`src/rtl/vsa_pkg.sv`:
```
package vsa_pkg;
    typedef enum logic [1:0] {
        ST_IDLE = 2'd0,
        ST_RUN  = 2'd1,
        ST_FIN  = 2'd2
    } vsa_state_e;

    typedef enum logic {
        MODE_ELEM = 1'b0,
        MODE_ACC  = 1'b1
    } vsa_mode_e;
endpackage

```
`src/rtl/vsa_fa.sv`:
```
module vsa_fa (
    input  logic a,
    input  logic b,
    input  logic ci,
    output logic s,
    output logic co
);
    assign s  = a ^ b ^ ci;
    assign co = (a & b) | (a & ci) | (b & ci);
endmodule

```
`src/rtl/vsa_lane.sv`:
```
module vsa_lane #(
    parameter int WIDTH = 16
) (
    input  logic             clk,
    input  logic             rst_n,
    input  logic             active,
    input  logic             first,
    input  logic             x_bit,
    input  logic             y_bit,
    output logic             sum_q,
    output logic [WIDTH-1:0] word
);
    logic             carry_q;
    logic             cin;
    logic             s;
    logic             co;
    logic [WIDTH-2:0] sh_q;

    // carry restarts at zero on each element's lowest bit
    assign cin = first ? 1'b0 : carry_q;

    vsa_fa u_fa (
        .a (x_bit),
        .b (y_bit),
        .ci(cin),
        .s (s),
        .co(co)
    );

    always_ff @(posedge clk or negedge rst_n) begin
        if (!rst_n) begin
            carry_q <= 1'b0;
            sh_q    <= '0;
            sum_q   <= 1'b0;
        end else begin
            sum_q <= active ? s : 1'b0;
            if (active) begin
                carry_q <= co;
                sh_q    <= {s, sh_q[WIDTH-2:1]};
            end
        end
    end

    // on the last bit the live sum bit becomes the MSB
    assign word = {s, sh_q};
endmodule

```
`src/rtl/vsa_ctrl.sv`:
```
module vsa_ctrl
    import vsa_pkg::*;
#(
    parameter int STEPS = 31,
    parameter int CW    = 5
) (
    input  logic          clk,
    input  logic          rst_n,
    input  logic          start,
    output logic          run,
    output logic          busy,
    output logic          done,
    output logic          accept,
    output logic [CW-1:0] step
);
    vsa_state_e state_q, state_d;
    logic       last;

    assign last = (step == CW'(STEPS - 1));

    always_ff @(posedge clk or negedge rst_n) begin
        if (!rst_n) state_q <= ST_IDLE;
        else        state_q <= state_d;
    end

    always_comb begin
        state_d = state_q;
        unique case (state_q)
            ST_IDLE: if (start) state_d = ST_RUN;
            ST_RUN:  if (last)  state_d = ST_FIN;
            ST_FIN:             state_d = ST_IDLE;
            default:            state_d = ST_IDLE;
        endcase
    end

    always_ff @(posedge clk or negedge rst_n) begin
        if (!rst_n)              step <= '0;
        else if (accept)         step <= '0;
        else if (run && !last)   step <= step + 1'b1;
    end

    always_comb begin
        run    = (state_q == ST_RUN);
        busy   = (state_q != ST_IDLE);
        done   = (state_q == ST_FIN);
        accept = (state_q == ST_IDLE) && start;
    end

    p_done_pulse_r7: assert property (@(posedge clk) disable iff (!rst_n)
        done |=> !done);

    p_busy_start_r8: assert property (@(posedge clk) disable iff (!rst_n)
        (state_q == ST_RUN && !last && start) |=> (state_q == ST_RUN));

    p_fin_start_r8: assert property (@(posedge clk) disable iff (!rst_n)
        (done && start) |=> (state_q == ST_IDLE));
endmodule

```
`src/rtl/vec_serial_adder.sv`:
```
module vec_serial_adder
    import vsa_pkg::*;
#(
    parameter int ELEMS = 16,
    parameter int WIDTH = 16,
    localparam int IW    = (ELEMS > 1) ? $clog2(ELEMS) : 1
) (
    input  logic             clk,
    input  logic             rst_n,
    input  logic             start,
    input  logic             mode,
    input  logic             ld_en,
    input  logic             ld_sel,
    input  logic [IW-1:0]    ld_idx,
    input  logic [WIDTH-1:0] ld_data,
    input  logic [IW-1:0]    rd_idx,
    output logic [WIDTH-1:0] rd_data,
    output logic             done
);
    localparam int BW    = $clog2(WIDTH);
    localparam int STEPS = ELEMS + WIDTH - 1;
    // 2^CW >= ELEMS+WIDTH, so step-lane wraps above WIDTH before a lane starts
    localparam int CW    = $clog2(STEPS + 1);

    logic [ELEMS-1:0][WIDTH-1:0] op_x, op_y, z_q;
    logic [ELEMS-1:0][WIDTH-1:0] words;
    logic [ELEMS-1:0]            wr_vec;
    logic [ELEMS-1:0]            fb_vec;
    logic                        run, busy, accept;
    logic [CW-1:0]               step;
    vsa_mode_e                   mode_q;

    vsa_ctrl #(.STEPS(STEPS), .CW(CW)) u_ctrl (
        .clk   (clk),
        .rst_n (rst_n),
        .start (start),
        .run   (run),
        .busy  (busy),
        .done  (done),
        .accept(accept),
        .step  (step)
    );

    always_ff @(posedge clk or negedge rst_n) begin
        if (!rst_n)      mode_q <= MODE_ELEM;
        else if (accept) mode_q <= vsa_mode_e'(mode);
    end

    always_ff @(posedge clk or negedge rst_n) begin
        if (!rst_n) begin
            op_x <= '0;
            op_y <= '0;
        end else if (ld_en && !busy) begin
            if (ld_sel) op_y[ld_idx] <= ld_data;
            else        op_x[ld_idx] <= ld_data;
        end
    end

    for (genvar g = 0; g < ELEMS; g++) begin : g_lane
        logic [CW-1:0] rel;
        logic          act, y_src;

        assign rel = step - CW'(g);
        assign act = run && (rel < CW'(WIDTH));

        if (g == 0) begin : g_head
            assign y_src = (mode_q == MODE_ACC) ? 1'b0 : op_y[g][rel[BW-1:0]];
        end else begin : g_tail
            assign y_src = (mode_q == MODE_ACC) ? fb_vec[g-1] : op_y[g][rel[BW-1:0]];
        end

        assign wr_vec[g] = act && (rel == CW'(WIDTH - 1));

        vsa_lane #(.WIDTH(WIDTH)) u_lane (
            .clk   (clk),
            .rst_n (rst_n),
            .active(act),
            .first (rel == '0),
            .x_bit (op_x[g][rel[BW-1:0]]),
            .y_bit (y_src),
            .sum_q (fb_vec[g]),
            .word  (words[g])
        );
    end

    always_ff @(posedge clk or negedge rst_n) begin
        if (!rst_n) begin
            z_q <= '0;
        end else if (accept) begin
            z_q <= '0;
        end else begin
            for (int i = 0; i < ELEMS; i++)
                if (wr_vec[i]) z_q[i] <= words[i];
        end
    end

    assign rd_data = z_q[rd_idx];

    p_load_busy_r9: assert property (@(posedge clk) disable iff (!rst_n)
        (busy && ld_en) |=> ($stable(op_x) && $stable(op_y)));

    p_single_write_r5: assert property (@(posedge clk) disable iff (!rst_n)
        $onehot0(wr_vec));

    p_write_in_run_r5: assert property (@(posedge clk) disable iff (!rst_n)
        (|wr_vec) |-> run);

    p_fb_idle_r4: assert property (@(posedge clk) disable iff (!rst_n)
        !busy |-> (fb_vec == '0));
endmodule

```
`config.mk`:
```
export PLATFORM = sky130hd
export DESIGN_NAME = vec_serial_adder
export DESIGN_NICKNAME = d
export VERILOG_FILES = /design/src/rtl/vsa_pkg.sv /design/src/rtl/vsa_fa.sv /design/src/rtl/vsa_lane.sv /design/src/rtl/vsa_ctrl.sv /design/src/rtl/vec_serial_adder.sv
export SDC_FILE = /design/constraint.sdc
export NUM_CORES = 1
export LEC_CHECK = 0
export BUFFER_PORTS_ARGS = -buffer_cell sky130_fd_sc_hd__buf_2
export CORE_MARGIN = 5
export CORE_UTILIZATION = 65
export CTS_CLUSTER_DIAMETER = 40
export DETAILED_ROUTE_END_ITERATION = 6
export PLACE_DENSITY_LB_ADDON = 0.2
export SLEW_MARGIN = 20
export SYNTH_ARGS = -nofsm -noshare
export SYNTH_HDL_FRONTEND = slang
export SYNTH_HIERARCHICAL = 1
export SYNTH_SLANG_ARGS = --single-unit
```
`constraint.sdc`:
```
create_clock -name clk -period 6.8 [get_ports clk]
set_input_delay 1.36 -clock clk [delete_from_list [all_inputs] [get_ports clk]]
set_output_delay 1.36 -clock clk [all_outputs]
set_load 0.02 [all_outputs]
```
Yosys cells after proc, flatten, opt, wreduce, memory -nomap -nowiden
Index checks and enable logic that the tools add are counted.
{"block": "op_classes", "n_addsub": 16, "n_mul": 0, "n_div": 0, "magnitude_cmp": 35, "eq_ne": 21, "n_shift": 0, "mux": 139, "bitwise": 113, "n_reduce_logical": 76}
{"op": "$bwmux 256", "n": 2}
{"op": "$mux 16", "n": 18}
{"op": "$mux 256", "n": 1}
{"op": "$bmux 1 s4", "n": 32}
{"op": "$lt 4x5->1 const B", "n": 18}
{"op": "$eq 5x4->1 const B", "n": 16}
{"op": "$logic_not 5->1", "n": 16}
{"op": "$lt 5x5->1 const B", "n": 16}
{"op": "$mux 1", "n": 79}
{"op": "$bmux 16 s4", "n": 1}
{"op": "$demux 16 s4", "n": 1}
{"op": "$and 1x1->1", "n": 48}
{"op": "$sub 5x4->5 const B", "n": 8}
{"op": "$logic_and 1x1->1", "n": 36}
{"op": "$reduce_bool 2->1", "n": 18}
{"op": "$or 1x1->1", "n": 32}
{"op": "$xor 1x1->1", "n": 32}
{"op": "$sub 5x3->5 const B", "n": 4}
{"op": "$mux 5", "n": 2}
{"op": "$sub 5x2->5 const B", "n": 2}
{"op": "$reduce_and 2->1", "n": 3}
{"op": "$add 5x1->5 const B", "n": 1}
{"op": "$eq 5x5->1 const B", "n": 1}
{"op": "$sub 5x1->5 const B", "n": 1}
{"op": "10 further kinds", "n": 12}
{"block": "totals", "ff_bits": 1047, "latchBits": 0, "ram_bits": 0, "mem_bits_ro": 0, "inputBits": 30, "output_inout_bits": 17, "elab_cells": 498, "n_memories": 0}

Logic depth before layout (Yosys ltp)
{"block": "logic_depth", "word_depth": 8, "ltp_mapped": 16, "mapped_depth_nobuf": 10}

Cells and area by module
Netlist, hierarchy kept.
{"module": "vec_serial_adder", "instances": 1, "cells_each": 2428, "area_per_inst_um2": 35999.5, "seq_area_each_um2": 19243.5}
{"module": "vsa_lane", "instances": 16, "cells_each": 38, "area_per_inst_um2": 691.9, "seq_area_each_um2": 425.4}
{"module": "vsa_ctrl", "instances": 1, "cells_each": 37, "area_per_inst_um2": 374.1, "seq_area_each_um2": 175.2}
{"module": "vsa_fa", "instances": 16, "cells_each": 1, "area_per_inst_um2": 20.0, "seq_area_each_um2": 0.0}

Worst setup path before layout
Ideal clock, no wire load.
{"block": "synth_path", "path_kind": "input to output", "start": "in rd_idx[0]", "end": "out rd_data[0]", "t_arrival_ns": 2.935, "t_required_ns": 5.440, "setup_slack_ns": 2.505, "cell_stages": 4, "n_path_buf": 2, "path_cell_list": "buf_2 -> buf_2 -> mux4_2 -> mux4_2"}
{"block": "synth_via", "elab_chain_cells": 2}
{"element": "start: declaration", "line": "vec_serial_adder.sv:16", "source": "input logic [IW-1:0] rd_idx,"}
{"element": "$bmux 16 s4", "line": "vec_serial_adder.sv:97", "source": "assign rd_data = z_q[rd_idx];"}
{"element": "$mux 16 (implied by the code)", "line": "vec_serial_adder.sv:97"}
{"element": "end: declaration", "line": "vec_serial_adder.sv:17", "source": "output logic [WIDTH-1:0] rd_data,"}
No other way between the ends. The select of a mux whose other input is x is not followed.

Final worst setup path
{"block": "layout_path", "start": "in rd_idx[0]", "end": "out rd_data[5]"}
The elaborated chain is that of the path after synthesis.

==> impl_metrics.xml <==
<?xml version="1.0" encoding="UTF-8"?>
<metrics>
  <group name="place">
    <metric name="post_dp_cell_area" unit="sq um">47900</metric>
    <metric name="weighted_congestion_reported_at_the_end_of_routability_driven_placement" unit="">0.930</metric>
    <metric name="port_buffers" unit="">46</metric>
    <metric name="detailedPlacementHpwl" unit="um">77100</metric>
  </group>
  <group name="global_route">
    <metric name="grt_pass1_vias" unit="">29900</metric>
    <metric name="maximum_number_of_pins_on_one_net_before_global_route_repair" unit="">199</metric>
    <metric name="grt.total_usage" unit="">0.313</metric>
    <metric name="number_of_antenna_violations_at_the_first_check_in_global_routing" unit="">4</metric>
    <metric name="grt_first_pass_wirelength" unit="um">187000</metric>
    <metric name="grt_overflow" unit="">0</metric>
  </group>
  <group name="hold_path">
    <metric name="min_path_type" unit="">reg2reg</metric>
    <metric name="holdPathEnd" unit="">z_q[224]</metric>
    <metric name="holdCritStartpoint" unit="">g_lane[14].u_lane/sh_q[0]</metric>
    <metric name="hold_path_depth" unit="">1</metric>
  </group>
  <group name="sta">
    <metric name="rsz0062_at_grt" unit="">no</metric>
    <metric name="final_skew" unit="ns">0.0318</metric>
    <metric name="final_max_slew_viol_count" unit="">0</metric>
    <metric name="timing.fmax" unit="MHz">202</metric>
    <metric name="part_of_the_cycle_the_worst_path_needs" unit="">0.730</metric>
    <metric name="worst_slew_pin_slew" unit="ns">1.20</metric>
    <metric name="final_setup_violation_count" unit="">0</metric>
    <metric name="setup_total_negative_slack" unit="ns">0</metric>
    <metric name="timing.max_slew.rel_slack" unit="">0.199</metric>
    <metric name="hold_viol_final" unit="">0</metric>
    <metric name="layout_min_cycle_time" unit="ns">4.96</metric>
  </group>
  <group name="setup_path">
    <metric name="rrSetupSlack" unit="ns">2.11</metric>
    <metric name="worstPathCellList" unit="">buf_4 -&gt; buf_4 -&gt; mux4_2 -&gt; mux4_2 -&gt; buf_2</metric>
    <metric name="critPathRequiredTime" unit="ns">5.44</metric>
    <metric name="critical_path.max_fanout" unit="">35</metric>
    <metric name="crit_path_class" unit="">in2out</metric>
    <metric name="ff2ff_path_depth" unit="">10</metric>
    <metric name="critical-path-slowest-cell" unit="">mux4_2</metric>
    <metric name="critical_path.reg2reg.startpoint" unit="">u_ctrl/step[1]</metric>
    <metric name="worst_ep_arrival_time" unit="ns">3.60</metric>
    <metric name="startpoint_type" unit="">primary input</metric>
    <metric name="r2r_end" unit="">g_lane[9].u_lane/sh_q[14]</metric>
    <metric name="type_of_element_capturing_the_critical_path" unit="">output pin</metric>
    <metric name="worst_path_max_stage_delay" unit="ns">0.56</metric>
  </group>
  <group name="detailed_routing">
    <metric name="drt_antenna_net_count" unit="">0</metric>
    <metric name="drc_errors" unit="">0</metric>
    <metric name="wire_per_inst" unit="um">29.2</metric>
    <metric name="detail_route.iter0.violations" unit="">2340</metric>
    <metric name="wl" unit="um">121000</metric>
    <metric name="num_vias" unit="">27800</metric>
    <metric name="initial_drt_pass_iterations" unit="">5</metric>
    <metric name="via_per_inst" unit="">6.74</metric>
  </group>
  <group name="layout">
    <metric name="flow.area_growth_from_synthesis" unit="%">10.6</metric>
    <metric name="post_route_cells_drive_above_1_share" unit="">0.427</metric>
    <metric name="layout.filler_cells" unit="">4491</metric>
    <metric name="layout.nets" unit="">3126</metric>
    <metric name="layout.cell_area.non_filler" unit="sq um">52800</metric>
  </group>
  <group name="power">
    <metric name="ir_drop" unit="uV">406</metric>
    <metric name="p_int" unit="mW">16.5</metric>
    <metric name="power.switching" unit="mW">8.73</metric>
    <metric name="combPwrFrac" unit="">0.347</metric>
    <metric name="sw_frac_of_total" unit="">0.345</metric>
    <metric name="p_per_area" unit="nW/um^2">479</metric>
    <metric name="power.clock.fraction" unit="">0.293</metric>
    <metric name="power.sequential.fraction" unit="">0.360</metric>
    <metric name="p_leak" unit="nW">25.1</metric>
    <metric name="post-layout-total-power" unit="mW">25.3</metric>
  </group>
  <group name="clocking">
    <metric name="tritoncts.num_buffers" unit="">134</metric>
    <metric name="cts_buffer_depth" unit="">3</metric>
    <metric name="cts-root-buf" unit="">clkbuf_16</metric>
    <metric name="clk_latency" unit="ns">0.72</metric>
    <metric name="cts_tree" unit="">built</metric>
    <metric name="ctsHoldBuffers" unit="">0</metric>
    <metric name="tritoncts_num_sinks" unit="">1047</metric>
    <metric name="htreeDepth" unit="">4</metric>
    <metric name="clkSlewWorstSetupHoldPaths" unit="ns">0.06</metric>
    <metric name="post_cts.repair.setup_buffers" unit="">0</metric>
    <metric name="ctsResizeCount" unit="">0</metric>
  </group>
  <group name="status">
    <metric name="run_status" unit="">completed</metric>
  </group>
  <group name="logic_synthesis">
    <metric name="mappedNetlistArea" unit="sq um">47700</metric>
    <metric name="avgSynthCellArea" unit="sq um">15.5</metric>
    <metric name="yosys_warnings" unit="">6</metric>
    <metric name="syn_inst" unit="">3087</metric>
    <metric name="syn_nets" unit="">3153</metric>
  </group>
  <group name="die">
    <metric name="placement_rows" unit="">99</metric>
    <metric name="initial_utilization" unit="">0.655</metric>
    <metric name="die-width" unit="um">281</metric>
    <metric name="design.core.area" unit="sq um">72800</metric>
    <metric name="die_h" unit="um">281</metric>
    <metric name="pin_count" unit="">47</metric>
    <metric name="design.die.area" unit="sq um">79000</metric>
  </group>
  <group name="flow_run">
    <metric name="maxCapViolations" unit="">0</metric>
  </group>
</metrics>
-- how the worst max path moves through the flow --
stage | startpoint | to | cells after the start
4_1_cts | rd_idx[0] | rd_data[5] | 5
5_1_grt | rd_idx[0] | rd_data[5] | 5
6_report | rd_idx[0] | rd_data[5] | 5
3_5_place_dp | rd_idx[0] | rd_data[3] | 5
2_1_floorplan | rd_idx[0] | rd_data[0] | 4
3_3_place_gp | rd_idx[0] | rd_data[6] | 5
-- power by group through the flow --
stage | Sequential, mW | Combinational, mW | Clock, mW
3_5_place_dp | 9.15 | 8.59 | 0
4_1_cts | 9.06 | 8.67 | 7.49
3_3_place_gp | 9.06 | 8.28 | 0
5_1_grt | 9.21 | 9.27 | 7.78
2_1_floorplan | 8.48 | 7.43 | 0
6_report | 9.10 | 8.77 | 7.41
-- per-layer routing --
layer,up-vias,wire length [um],global-route usage,share of wire
li1,11500,-,-,-
met1,15000,47500,0.415,0.39
met2,1038,59100,0.507,0.49
met3,362,6140,0.0461,0.051
met4,4,7790,0.169,0.065
met5,-,21,0,0.00017
-- layout make-up --
class | instances | area, sq um | share of cell area
Tap cell | 959 | 1200 | 0.0227
Clock inverter | 79 | 1030 | 0.0196
Antenna cell | 3 | 7.51 | 0.000142
Sequential cell | 1047 | 26200 | 0.497
Clock buffer | 165 | 3710 | 0.0702
Timing Repair Buffer | 88 | 672 | 0.0127
Multi-Input combinational cell | 1766 | 19900 | 0.376
Inverter | 23 | 91.3 | 0.00173
-- sequential cells by signal (all words and copies together), names as in the netlist --
name                   flops
g_lane.u_lane/sh_q       240
g_lane.u_lane/carry_q     16
u_ctrl/state_q             2
z_q                      256
op_y                     256
mode_q                     1
u_ctrl/step                5
op_x                     256
g_lane.u_lane/sum_q       15
-- stage by stage --
stage	util	instances	hold slack, ns	worst slack [ns]
after floorplan	-	3087	0.459	2.50
after global placement	0.658	3881	0.469	1.87
after detailed placement	0.658	3881	0.482	1.82
after CTS	0.723	4125	0.493	1.81
after global routing	0.725	4129	0.509	1.66
final	0.725	4130	0.492	1.84
-- cells in the final DEF (no fill, tap or decap), drive strengths merged, types with 7 or more instances in the layout --
master and n:
nand3 22, buf 88, and3 10, clkbuf 165, dfrtp 1047, nor2b 37
mux2i 50, bufinv 17, nand2 129, clkinv 35, a21oi 41, and2 32
fa 16, a22o 242, a31oi 21, nor3 24, nor2 40, ha 20
mux4 190, xnor2 29, a221oi 7, o21ai 7, a211oi 15, inv 44
mux2 773
-- worst max-delay path, delay by kind of cell --
kind | cells | cell delay (ns)
buffers and inverters | 3 | 1.15
multiplexers | 2 | 1.06
Note: power is estimated with default switching activity, not from simulation.
